==> config.mk <==
export PLATFORM = sky130hd
export DESIGN_NAME = load_issue_ctrl
export DESIGN_NICKNAME = d
export VERILOG_FILES = /design/src/rtl/ldi_pkg.sv /design/src/rtl/ldi_packet_gen.sv /design/src/rtl/ldi_pending_ctr.sv /design/src/rtl/ldi_block_rec.sv /design/src/rtl/load_issue_ctrl.sv
export SDC_FILE = /design/constraint.sdc
export NUM_CORES = 1
export LEC_CHECK = 0
export CORE_MARGIN = 2
export CORE_UTILIZATION = 57
export CTS_CLUSTER_SIZE = 20
export DETAILED_ROUTE_END_ITERATION = 10
export PLACE_DENSITY = 0.93
export SKIP_CTS_REPAIR_TIMING = 1
export SLEW_MARGIN = 20
export SYNTH_ARGS = -nofsm -noshare
export SYNTH_HDL_FRONTEND = slang
export SYNTH_SLANG_ARGS = --single-unit
export TNS_END_PERCENT = 20
==> constraint.sdc <==
create_clock -name clk -period 5.8 [get_ports clk]
set_input_delay 1.45 -clock clk [delete_from_list [all_inputs] [get_ports clk]]
set_output_delay 1.45 -clock clk [all_outputs]
set_load 0.02 [all_outputs]
==> src/rtl/ldi_pkg.sv <==
package ldi_pkg;
  typedef enum logic [1:0] {
    ST_IDLE = 2'd0,
    ST_LO   = 2'd1,
    ST_HI   = 2'd2,
    ST_WAIT = 2'd3
  } ldi_state_e;

  localparam logic [1:0] CMD_READ   = 2'd1;
  localparam logic [1:0] CMD_LOCKED = 2'd2;
endpackage

==> src/rtl/ldi_packet_gen.sv <==
module ldi_packet_gen #(
  parameter int AW  = 32,
  parameter int SZW = 4
) (
  input  logic [AW-1:0]  base_addr,
  input  logic [SZW-1:0] total_size,
  input  logic [SZW-1:0] lo_size,
  input  logic           split,
  input  logic           hi_sel,
  output logic [AW-1:0]  pkt_addr,
  output logic [SZW-1:0] pkt_size,
  output logic [SZW-1:0] pkt_offset
);
  localparam int PADW = AW - SZW;

  logic [AW-1:0] lo_ext;
  assign lo_ext = {{PADW{1'b0}}, lo_size};

  always_comb begin
    pkt_addr   = base_addr;
    pkt_size   = total_size;
    pkt_offset = '0;
    if (split) begin
      if (hi_sel) begin
        pkt_addr   = base_addr + lo_ext;
        pkt_size   = total_size - lo_size;
        pkt_offset = lo_size;
      end else begin
        pkt_size = lo_size;
      end
    end
  end
endmodule

==> src/rtl/ldi_pending_ctr.sv <==
module ldi_pending_ctr #(
  parameter int MAXO = 2
) (
  input  logic clk,
  input  logic rst,
  input  logic load_en,
  input  logic load_two,
  input  logic active,
  input  logic dec_resp,
  input  logic dec_refuse,
  output logic [$clog2(MAXO+1)-1:0] cnt_o,
  output logic zero_next
);
  localparam int CW = $clog2(MAXO + 1);

  logic [CW-1:0] cnt_q;
  logic [CW-1:0] dec_amt;
  logic [CW-1:0] cnt_dec;

  assign dec_amt   = CW'(dec_resp) + CW'(dec_refuse);
  assign cnt_dec   = (cnt_q > dec_amt) ? cnt_q - dec_amt : '0;
  assign zero_next = active && (cnt_dec == '0);
  assign cnt_o     = cnt_q;

  always_ff @(posedge clk) begin
    if (rst) begin
      cnt_q <= '0;
    end else if (load_en) begin
      cnt_q <= load_two ? CW'(2) : CW'(1);
    end else if (active) begin
      cnt_q <= cnt_dec;
    end
  end


  cnt_le_max_chk: assert property (@(posedge clk) disable iff (rst)
    cnt_q <= CW'(MAXO));


  refuse_drops_one_chk: assert property (@(posedge clk) disable iff (rst)
    (active && dec_refuse && !dec_resp && cnt_q == CW'(2)) |=> (cnt_q == CW'(1)));
endmodule

==> src/rtl/ldi_block_rec.sv <==
module ldi_block_rec #(
  parameter int SQW = 8
) (
  input  logic           clk,
  input  logic           rst,
  input  logic           record_en,
  input  logic [SQW-1:0] seq_i,
  input  logic           ack_i,
  input  logic           clear_i,
  output logic           valid_o,
  output logic [SQW-1:0] seq_o,
  output logic           handled_o
);
  logic           valid_q;
  logic [SQW-1:0] seq_q;
  logic           handled_q;
  logic           take;

  assign take = record_en && (!valid_q || (seq_i < seq_q));

  always_ff @(posedge clk) begin
    if (rst) begin
      valid_q   <= 1'b0;
      seq_q     <= '0;
      handled_q <= 1'b0;
    end else begin
      if (take) begin
        valid_q   <= 1'b1;
        seq_q     <= seq_i;
        handled_q <= 1'b0;
      end else begin
        if (clear_i) valid_q <= 1'b0;
        if (ack_i) handled_q <= 1'b1;
      end
    end
  end

  assign valid_o   = valid_q;
  assign seq_o     = seq_q;
  assign handled_o = handled_q;


  older_kept_chk: assert property (@(posedge clk) disable iff (rst)
    (valid_q && $past(valid_q) && !$past(clear_i)) |-> (seq_q <= $past(seq_q)));


  ack_sets_chk: assert property (@(posedge clk) disable iff (rst)
    (ack_i && !record_en) |=> handled_q);
endmodule

==> src/rtl/load_issue_ctrl.sv <==
module load_issue_ctrl
  import ldi_pkg::*;
#(
  parameter int AW  = 32,
  parameter int SZW = 4,
  parameter int SQW = 8
) (
  input  logic           clk,
  input  logic           rst,
  input  logic           ld_valid_i,
  output logic           ld_ready_o,
  input  logic [AW-1:0]  ld_addr_i,
  input  logic [SZW-1:0] ld_size_i,
  input  logic           ld_split_i,
  input  logic [SZW-1:0] ld_lo_size_i,
  input  logic           ld_uncached_i,
  input  logic           ld_locked_i,
  input  logic [SQW-1:0] ld_seq_i,
  input  logic           ld_at_head_i,
  input  logic           ld_at_commit_i,
  output logic           mem_req_valid_o,
  output logic [1:0]     mem_req_cmd_o,
  output logic [AW-1:0]  mem_req_addr_o,
  output logic [SZW-1:0] mem_req_size_o,
  output logic [SZW-1:0] mem_req_offset_o,
  input  logic           mem_ready_i,
  input  logic           mem_resp_i,
  output logic           resched_o,
  output logic           fault_o,
  output logic           retry_o,
  output logic           done_o,
  output logic           blk_valid_o,
  output logic [SQW-1:0] blk_seq_o,
  output logic           blk_handled_o,
  input  logic           blk_ack_i,
  input  logic           blk_clear_i
);
  localparam int MAXO = 2;
  localparam int CW   = $clog2(MAXO + 1);

  ldi_state_e     state_q;
  logic [AW-1:0]  addr_q;
  logic [SZW-1:0] size_q;
  logic [SZW-1:0] lo_q;
  logic           split_q;
  logic [SQW-1:0] seq_q;

  logic           accept;
  logic           allow;
  logic           in_lo;
  logic           in_hi;
  logic           in_wait;
  logic           refused;

  logic [AW-1:0]  gen_base;
  logic [SZW-1:0] gen_total;
  logic [SZW-1:0] gen_lo;
  logic           gen_split;
  logic [AW-1:0]  pkt_addr;
  logic [SZW-1:0] pkt_size;
  logic [SZW-1:0] pkt_offset;

  logic [CW-1:0]  pend_cnt;
  logic           pend_zero;

  assign ld_ready_o = (state_q == ST_IDLE);
  assign accept     = ld_valid_i && ld_ready_o;
  assign allow      = !ld_uncached_i || (ld_at_head_i && ld_at_commit_i);
  assign in_lo      = (state_q == ST_LO);
  assign in_hi      = (state_q == ST_HI);
  assign in_wait    = (state_q == ST_WAIT);
  assign refused    = (in_lo || in_hi) && !mem_ready_i;

  // Idle: build the first packet from the live request; low phase: the high half.
  assign gen_base  = in_lo ? addr_q  : ld_addr_i;
  assign gen_total = in_lo ? size_q  : ld_size_i;
  assign gen_lo    = in_lo ? lo_q    : ld_lo_size_i;
  assign gen_split = in_lo ? split_q : ld_split_i;

  ldi_packet_gen #(.AW(AW), .SZW(SZW)) u_pkt (
    .base_addr (gen_base),
    .total_size(gen_total),
    .lo_size   (gen_lo),
    .split     (gen_split),
    .hi_sel    (in_lo),
    .pkt_addr  (pkt_addr),
    .pkt_size  (pkt_size),
    .pkt_offset(pkt_offset)
  );

  ldi_pending_ctr #(.MAXO(MAXO)) u_pend (
    .clk       (clk),
    .rst       (rst),
    .load_en   (in_lo && mem_ready_i),
    .load_two  (split_q),
    .active    (in_hi || in_wait),
    .dec_resp  (mem_resp_i && (in_hi || in_wait)),
    .dec_refuse(in_hi && !mem_ready_i),
    .cnt_o     (pend_cnt),
    .zero_next (pend_zero)
  );

  ldi_block_rec #(.SQW(SQW)) u_blk (
    .clk      (clk),
    .rst      (rst),
    .record_en(refused),
    .seq_i    (seq_q),
    .ack_i    (blk_ack_i),
    .clear_i  (blk_clear_i),
    .valid_o  (blk_valid_o),
    .seq_o    (blk_seq_o),
    .handled_o(blk_handled_o)
  );

  always_ff @(posedge clk) begin
    if (rst) begin
      state_q          <= ST_IDLE;
      addr_q           <= '0;
      size_q           <= '0;
      lo_q             <= '0;
      split_q          <= 1'b0;
      seq_q            <= '0;
      mem_req_valid_o  <= 1'b0;
      mem_req_cmd_o    <= 2'd0;
      mem_req_addr_o   <= '0;
      mem_req_size_o   <= '0;
      mem_req_offset_o <= '0;
      resched_o        <= 1'b0;
      fault_o          <= 1'b0;
      retry_o          <= 1'b0;
      done_o           <= 1'b0;
    end else begin
      resched_o <= 1'b0;
      fault_o   <= 1'b0;
      retry_o   <= 1'b0;
      done_o    <= 1'b0;
      unique case (state_q)
        ST_IDLE: begin
          mem_req_valid_o <= 1'b0;
          if (accept) begin
            if (allow) begin
              addr_q           <= ld_addr_i;
              size_q           <= ld_size_i;
              lo_q             <= ld_lo_size_i;
              split_q          <= ld_split_i;
              seq_q            <= ld_seq_i;
              mem_req_valid_o  <= 1'b1;
              mem_req_cmd_o    <= ld_locked_i ? CMD_LOCKED : CMD_READ;
              mem_req_addr_o   <= pkt_addr;
              mem_req_size_o   <= pkt_size;
              mem_req_offset_o <= pkt_offset;
              state_q          <= ST_LO;
            end else begin
              resched_o <= 1'b1;
              fault_o   <= 1'b1;
            end
          end
        end
        ST_LO: begin
          if (mem_ready_i && split_q) begin
            mem_req_valid_o  <= 1'b1;
            mem_req_addr_o   <= pkt_addr;
            mem_req_size_o   <= pkt_size;
            mem_req_offset_o <= pkt_offset;
            state_q          <= ST_HI;
          end else if (mem_ready_i) begin
            mem_req_valid_o <= 1'b0;
            state_q         <= ST_WAIT;
          end else begin
            mem_req_valid_o <= 1'b0;
            retry_o         <= 1'b1;
            state_q         <= ST_IDLE;
          end
        end
        ST_HI: begin
          mem_req_valid_o <= 1'b0;
          if (!mem_ready_i) retry_o <= 1'b1;
          if (pend_zero) begin
            done_o  <= 1'b1;
            state_q <= ST_IDLE;
          end else begin
            state_q <= ST_WAIT;
          end
        end
        ST_WAIT: begin
          mem_req_valid_o <= 1'b0;
          if (pend_zero) begin
            done_o  <= 1'b1;
            state_q <= ST_IDLE;
          end
        end
        default: state_q <= ST_IDLE;
      endcase
    end
  end


  gated_no_issue_chk: assert property (@(posedge clk) disable iff (rst)
    $past(accept && !allow) |-> (resched_o && fault_o && !mem_req_valid_o));


  retry_cause_chk: assert property (@(posedge clk) disable iff (rst)
    retry_o |-> $past(mem_req_valid_o && !mem_ready_i));


  busy_no_accept_chk: assert property (@(posedge clk) disable iff (rst)
    mem_req_valid_o |-> !ld_ready_o);


  done_idle_chk: assert property (@(posedge clk) disable iff (rst)
    done_o |-> (ld_ready_o && !mem_req_valid_o));


  hi_follows_lo_chk: assert property (@(posedge clk) disable iff (rst)
    (mem_req_valid_o && mem_req_offset_o != '0) |-> $past(mem_req_valid_o && mem_ready_i));


  pulse_excl_chk: assert property (@(posedge clk) disable iff (rst)
    $onehot0({mem_req_valid_o, resched_o, done_o}));


  pend_bound_chk: assert property (@(posedge clk) disable iff (rst)
    in_wait |-> (pend_cnt != '0));
endmodule

==> results of run 1 <==
worst max-delay path by stage:
stage / to / cells after the start / slack, ns / from
after floorplan: mem_req_addr_o[30] / 16 / 1.98 / state_q[1]
after global placement: mem_req_addr_o[29] / 12 / 1.59 / ld_lo_size_i[2]
after detailed placement: mem_req_addr_o[29] / 12 / 1.57 / ld_lo_size_i[2]
after CTS: mem_req_addr_o[11] / 12 / 1.93 / ld_lo_size_i[2]
after global routing: mem_req_addr_o[29] / 11 / 1.65 / ld_lo_size_i[3]
final: mem_req_addr_o[17] / 12 / 1.91 / ld_lo_size_i[2]
flip-flops by register name, indices dropped and copies added, names as in the netlist, 4 cells and up:
name and cells:
mem_req_offset_o 4, mem_req_size_o 4, size_q 4, lo_q 4, u_blk.seq_o 8, mem_req_addr_o 32, seq_q 8, addr_q 32
through the flow:
step	hold WS (ns)	instance area (µm²)	cells	setup WS, ns	power, mW
floorplan	0.433	6060	766	1.98	1.41
global placement	0.439	7250	975	1.59	1.65
detailed placement	0.445	7250	975	1.57	1.66
CTS	0.461	7450	991	1.93	2.12
global route	0.487	7450	991	1.65	2.22
finish	0.459	7450	991	1.91	2.13
power groups by stage:
stage | clock [mW] | combinational, mW | sequential, mW
after floorplan | 0 | 0.466 | 0.943
after global routing | 0.491 | 0.836 | 0.894
after global placement | 0 | 0.746 | 0.900
final | 0.470 | 0.773 | 0.888
after CTS | 0.470 | 0.767 | 0.886
after detailed placement | 0 | 0.761 | 0.902
cell type report:
| class | count | share of cell area (%) |
|---|---|---|
| clock buffer | 9 | 1.66 |
| clock inverter | 7 | 1.06 |
| inverter | 22 | 1.11 |
| multi-input combinational | 586 | 48.4 |
| timing repair buffer | 122 | 16.2 |
| sequential | 109 | 29.3 |
| tap | 136 | 2.28 |
critical path, delay by kind of cell:
kind | cells | cell delay (ns)
buffers and inverters | 2 | 0.49
adders and majority gates | 1 | 0.23
AOI/OAI and AO/OA | 4 | 0.95
and+or+nand+nor | 4 | 0.87
xor gates and xnor gates | 1 | 0.16
routing by layer:
metal / share of wire, % / wire [µm] / GRT usage, % / vias up
li1: - / - / - / 2828
met1: 43 / 6930 / 36.0 / 2799
met2: 47 / 7590 / 45.8 / 262
met3: 7.2 / 1170 / 3.28 / 53
met4: 3.1 / 496 / 11.6 / 0
met5: 0 / 0 / 0 / -
placed cells by master (no fill, tap or decap), types with 5 or more instances in the layout:
cell type        instances
and3_1                  11
a211o_1                  5
nor4_1                   5
nor2_1                  44
nand3_1                 27
nand3b_1                13
nand4_1                  5
ha_1                    21
dfxtp_1                109
o211ai_1                 5
inv_1                   21
nor3_1                  12
mux2i_1                 29
nand2_1                171
a31oi_1                  6
buf_4                    6
clkdlybuf4s50_1        116
xnor2_1                 21
o21ai_0                 13
clkbuf_8                 9
a211oi_1                 7
xor2_1                  10
a21oi_1                 99
nor2b_1                  6
mux2_2                   7
cells by family (layout without fill, tap and decap cells):
| kind of cell | count (synthesis) | in the layout | synth area share (%) |
|---|---|---|---|
| compound gates | 173 | 173 | 17.6 |
| simple gates | 321 | 321 | 25.4 |
| fa+ha+maj | 24 | 24 | 5.04 |
| xor+xnor | 31 | 31 | 4.48 |
| flops | 109 | 109 | 36.0 |
| buf+inv | 71 | 160 | 5.16 |
| mux | 37 | 37 | 6.31 |
==> results.toml, run 1 <==
[layout]
regArea_um2 = 2180
area.growth.synth_to_final_pct = 22.9
drive_above_1_share_pct = 6.90
nFillCells = 802
finish.net_count = 933
multi_input_area_um2 = 3610
utilization_pct = 72.2
antenna_cells = 0

[setup_path]
crit_type = "primary input to register"
cp_slowest_stage_delay_ns = 0.42
r2r_start = "state_q[1]"
reg2reg_depth = 11
crit_chain = "clkdlybuf4s50_1 -> nor2b_1 -> a21oi_1 -> inv_1 -> ha_1 -> or2_2 -> a41o_1 -> a21oi_2 -> or2_1 -> nand4b_1 -> xor2_1 -> o22ai_1"
cp_slowest_cell = "clkdlybuf4s50_1"
rr_endpoint = "mem_req_addr_o[29]"
crit_required_ns = 6.05
cp_data_arrival_time_ns = 4.14
start_kind = "primary input"
reg2reg_slack_ns = 2.29
cp-end-kind = "register"
path_max_fanout = 10

[timing]
maxSlewViolCount = 0
max_freq_mhz = 257
slew_headroom_pct = 46.3
setup-tns-final_ns = 0
rsz0062_at_grt = "no"
clock_skew_ns = 0.0214
worstMarginPinSlew_ns = 0.805
post-route-period-util_pct = 67.1
min_period_ns = 3.89
finalHoldViolations = 0
setup_viol = 0

[worst_hold_path]
hp-start = "mem_req_size_o[3]"
hold_class = "register to register"
worstHoldPathCells = 2
hold_end = "mem_req_size_o[3]"

[pwr]
p_int_mw = 1.32
p_leak_nw = 2.62
peakVddDrop_uv = 186
p_clk_share_pct = 22.0
power_frac_comb_pct = 36.3
seq_power_share_pct = 41.7
p_switching_uw = 815
switching_share_pct = 38.3
powerDensity_nw_per_um2 = 286

[floorplan]
die_h_um = 107
dieWidth_um = 107
start_util_pct = 58.7
io_pins = 118
dieArea_um2 = 11500
num_rows = 37
core_um2 = 10300

[synthesis]
synth_largest_area_cell = "dfxtp_1"
syn_avg_cell_area_um2 = 7.92
ys_ff_latch = 109
synth_flop_cell = "dfxtp_1"
synth_cells = 766
syn_nets = 849
synth_most_common_cell = "nand2_1"
synth_area_leaders = "dfxtp_1 (36%), nand2_1 (11%), a21oi_1 (8.3%)"
async_flop_share_pct = 0
synth_top_area_share_pct = 36.0
synth_seq_area_share_pct = 36.0
synth-edff-count = 0
syn_area_um2 = 6060
synth_cell_type_count = 70
ys_warn_count = 0
ys_top_cells_by_count = "nand2_1 (171), dfxtp_1 (109), a21oi_1 (100)"

[place]
gp_congestion = 0.967
dp_hpwl_um = 11300
port_buffers = 117

[global_routing]
grt_antenna_before_repair = 0
grt_first_pass_wirelength_um = 25600
grt_usage_pct = 27.5
grt_max_degree = 75
grt_pass1_vias = 5419
grt_overflow = 0

[clock_network]
tritoncts = "built"
h-tree-depth = 3
insertion_delay_ns = 0.38
numCtsBuffers = 9
cts.clk_slew.worst_paths_ns = 0.12
clock_sinks = 109
ctsLongestPathBuffers = 2
root_buffer = "clkbuf_8"

[route]
drt_first_pass_iters = 5
vias = 5942
vias_per_cell = 6.00
drt_iter0_drc = 541
drt-wirelength-per-cell_um = 16.3
drtAntennaViolNets = 0
drcViolationCount = 0
wirelength_um = 16200

[run]
drv_cap = 0

[run_status]
outcome = "completed"
(Power assumes the default switching activity.)
==> inputs of run 2 (changes only) <==
--- a/config.mk
+++ b/config.mk
@@ -6,10 +6,10 @@
 export NUM_CORES = 1
 export LEC_CHECK = 0
 export CORE_MARGIN = 2
-export CORE_UTILIZATION = 57
+export CORE_UTILIZATION = 53
 export CTS_CLUSTER_SIZE = 20
 export DETAILED_ROUTE_END_ITERATION = 10
-export PLACE_DENSITY = 0.93
+export PLACE_DENSITY = 0.87
 export SKIP_CTS_REPAIR_TIMING = 1
 export SLEW_MARGIN = 20
 export SYNTH_ARGS = -nofsm -noshare
==> constraint.sdc (replaced) <==
create_clock -name clk -period 3.7 [get_ports clk]
set_input_delay 0.925 -clock clk [delete_from_list [all_inputs] [get_ports clk]]
set_output_delay 0.925 -clock clk [all_outputs]
set_load 0.02 [all_outputs]
==> run 2 against run 1 <==
Cell count increased by 1.8%. Die area increased by 7.3%. Critical path depth unchanged. Design area increased by 3.4%. Global-route usage decreased by 0.55 points. Core utilization decreased by 3.8 points. Wire length increased by 3.9%. Sequential cell count unchanged. Non-clock buffer count increased by 11. Sequential share of layout area decreased by 0.96 points. Critical path type unchanged.
==> results.toml, run 2 (synthesis results as in run 1) <==
[global_routing]
grt_first_pass_wirelength_um = 27200
grt_pass1_vias = 5544
grt_antenna_before_repair = 0
grt_overflow = 0
grt_usage_pct = 27.0
grt_max_degree = 73

[layout]
finish.net_count = 944
antenna_cells = 0
final_cell_mix = "nand2_1 (171), clkdlybuf4s50_1 (116), dfxtp_1 (109)"
postLayoutCellArea_um2 = 7700
nFillCells = 881
drive_above_1_share_pct = 7.85
mostFrequentLayoutCell = "nand2_1"
reg_top3 = "addr_q x32, mem_req_addr_o x32"
instances_no_fill = 1009
regArea_um2 = 2180
area.growth.synth_to_final_pct = 27.1
multi_input_area_um2 = 3600
utilization_pct = 68.4

[setup_path]
rr_endpoint = "mem_req_addr_o[29]"
start_kind = "primary input"
cp-end-kind = "register"
path_max_fanout = 7
crit_required_ns = 3.97
reg2reg_slack_ns = 0.40
reg2reg_depth = 11
crit_type = "primary input to register"
cp_data_arrival_time_ns = 3.61
r2r_start = "state_q[1]"

[route]
wirelength_um = 16800
drtAntennaViolNets = 0
vias = 5902
vias_per_cell = 5.85
drt_first_pass_iters = 6
drt-wirelength-per-cell_um = 16.7
drcViolationCount = 0
drt_iter0_drc = 424

[timing]
finalHoldViolations = 0
fin_hold_ws_ns = 0.456
maxSlewViolCount = 0
clock_skew_ns = 0.00768
max_freq_mhz = 299
post-route-period-util_pct = 90.2
slew_headroom_pct = 52.8
setup_viol = 0
min_period_ns = 3.34
worstMarginPinSlew_ns = 0.706
rsz0062_at_grt = "no"
setup-tns-final_ns = 0

[clock_network]
root_buffer = "clkbuf_16"
cts.clk_slew.worst_paths_ns = 0.07
h-tree-depth = 3
numCtsBuffers = 9
insertion_delay_ns = 0.35
ctsLongestPathBuffers = 2
clock_sinks = 109
tritoncts = "built"

[run]
drv_cap = 0

[place]
dpl_cell_area_um2 = 7350
port_buffers = 117
gp_congestion = 0.863
dp.cells = 993
dp_hpwl_um = 11400

[floorplan]
die_h_um = 111
core_um2 = 11300
dieArea_um2 = 12300
start_util_pct = 53.8
io_pins = 118
num_rows = 39
dieWidth_um = 111

[pwr]
powerDensity_nw_per_um2 = 492
p_switching_mw = 1.28
switching_share_pct = 33.8
p_int_mw = 2.51
p_leak_nw = 2.75
power_frac_comb_pct = 33.2
peakVddDrop_uv = 350
p_clk_share_pct = 30.2
seq_power_share_pct = 36.6

[worst_hold_path]
hold_class = "register to register"
worstHoldPathCells = 2
hp-start = "mem_req_size_o[2]"
hold_end = "mem_req_size_o[2]"

[run_status]
outcome = "completed"
## run 2: cell count changes in the layout (fill, tap and decap cells not counted), sizes merged
cell	before	now
buf	6	17
bufinv	0	3
clkbuf	9	10
clkinv	5	1
## run 2: worst max-delay path by stage
| stage | from | slack [ns] | depth (start not counted) | endpoint |
|---|---|---|---|---|
| 6_report | ld_lo_size_i[2] | 0.36 | 12 | mem_req_addr_o[12] |
| 5_1_grt | state_q[1] | 0.11 | 10 | mem_req_addr_o[27] |
| 2_1_floorplan | state_q[1] | 0.002 | 16 | mem_req_addr_o[30] |
| 3_5_place_dp | ld_lo_size_i[2] | 0.07 | 12 | mem_req_addr_o[30] |
| 4_1_cts | ld_lo_size_i[2] | 0.39 | 12 | mem_req_addr_o[30] |
| 3_3_place_gp | ld_lo_size_i[2] | 0.20 | 12 | mem_req_addr_o[30] |
## run 2: cell type report
type,instances,area share [%]
clock buffer,10,3.10
clock inverter,6,1.51
multi-input combinational,586,46.8
tap,143,2.32
sequential,109,28.3
timing repair buffer,133,16.9
inverter,22,1.07
## run 2: worst max-delay path, cell delays in order
cell	delay, ns
clkdlybuf4s50_1	0.44
nor2b_1	0.17
a21oi_1	0.22
inv_1	0.10
ha_1	0.31
nor3_1	0.08
a211oi_4	0.27
nand3_1	0.31
nor3b_1	0.38
xnor2_1	0.16
nand2_1	0.07
a21oi_1	0.17
## run 2: power groups by stage
stage	sequential (mW)	clock, mW	combinational, mW
4_1_cts	1.38	1.15	1.25
2_1_floorplan	1.48	0	0.732
6_report	1.39	1.14	1.26
3_5_place_dp	1.41	0	1.23
3_3_place_gp	1.41	0	1.21
5_1_grt	1.40	1.20	1.36
## run 2: per-stage QoR
step           total power [mW]  setup WS [ns]
6_report                   3.79          0.361
4_1_cts                    3.79          0.393
2_1_floorplan              2.21        0.00183
5_1_grt                    3.96          0.115
3_3_place_gp               2.62          0.196
3_5_place_dp               2.65         0.0699
## run 2: metal layers
layer	GRT usage [%]	part of all wire, %
met3	4.32	6.7
met1	34.8	42
met5	0	0
met4	9.17	2.4
met2	46.0	48
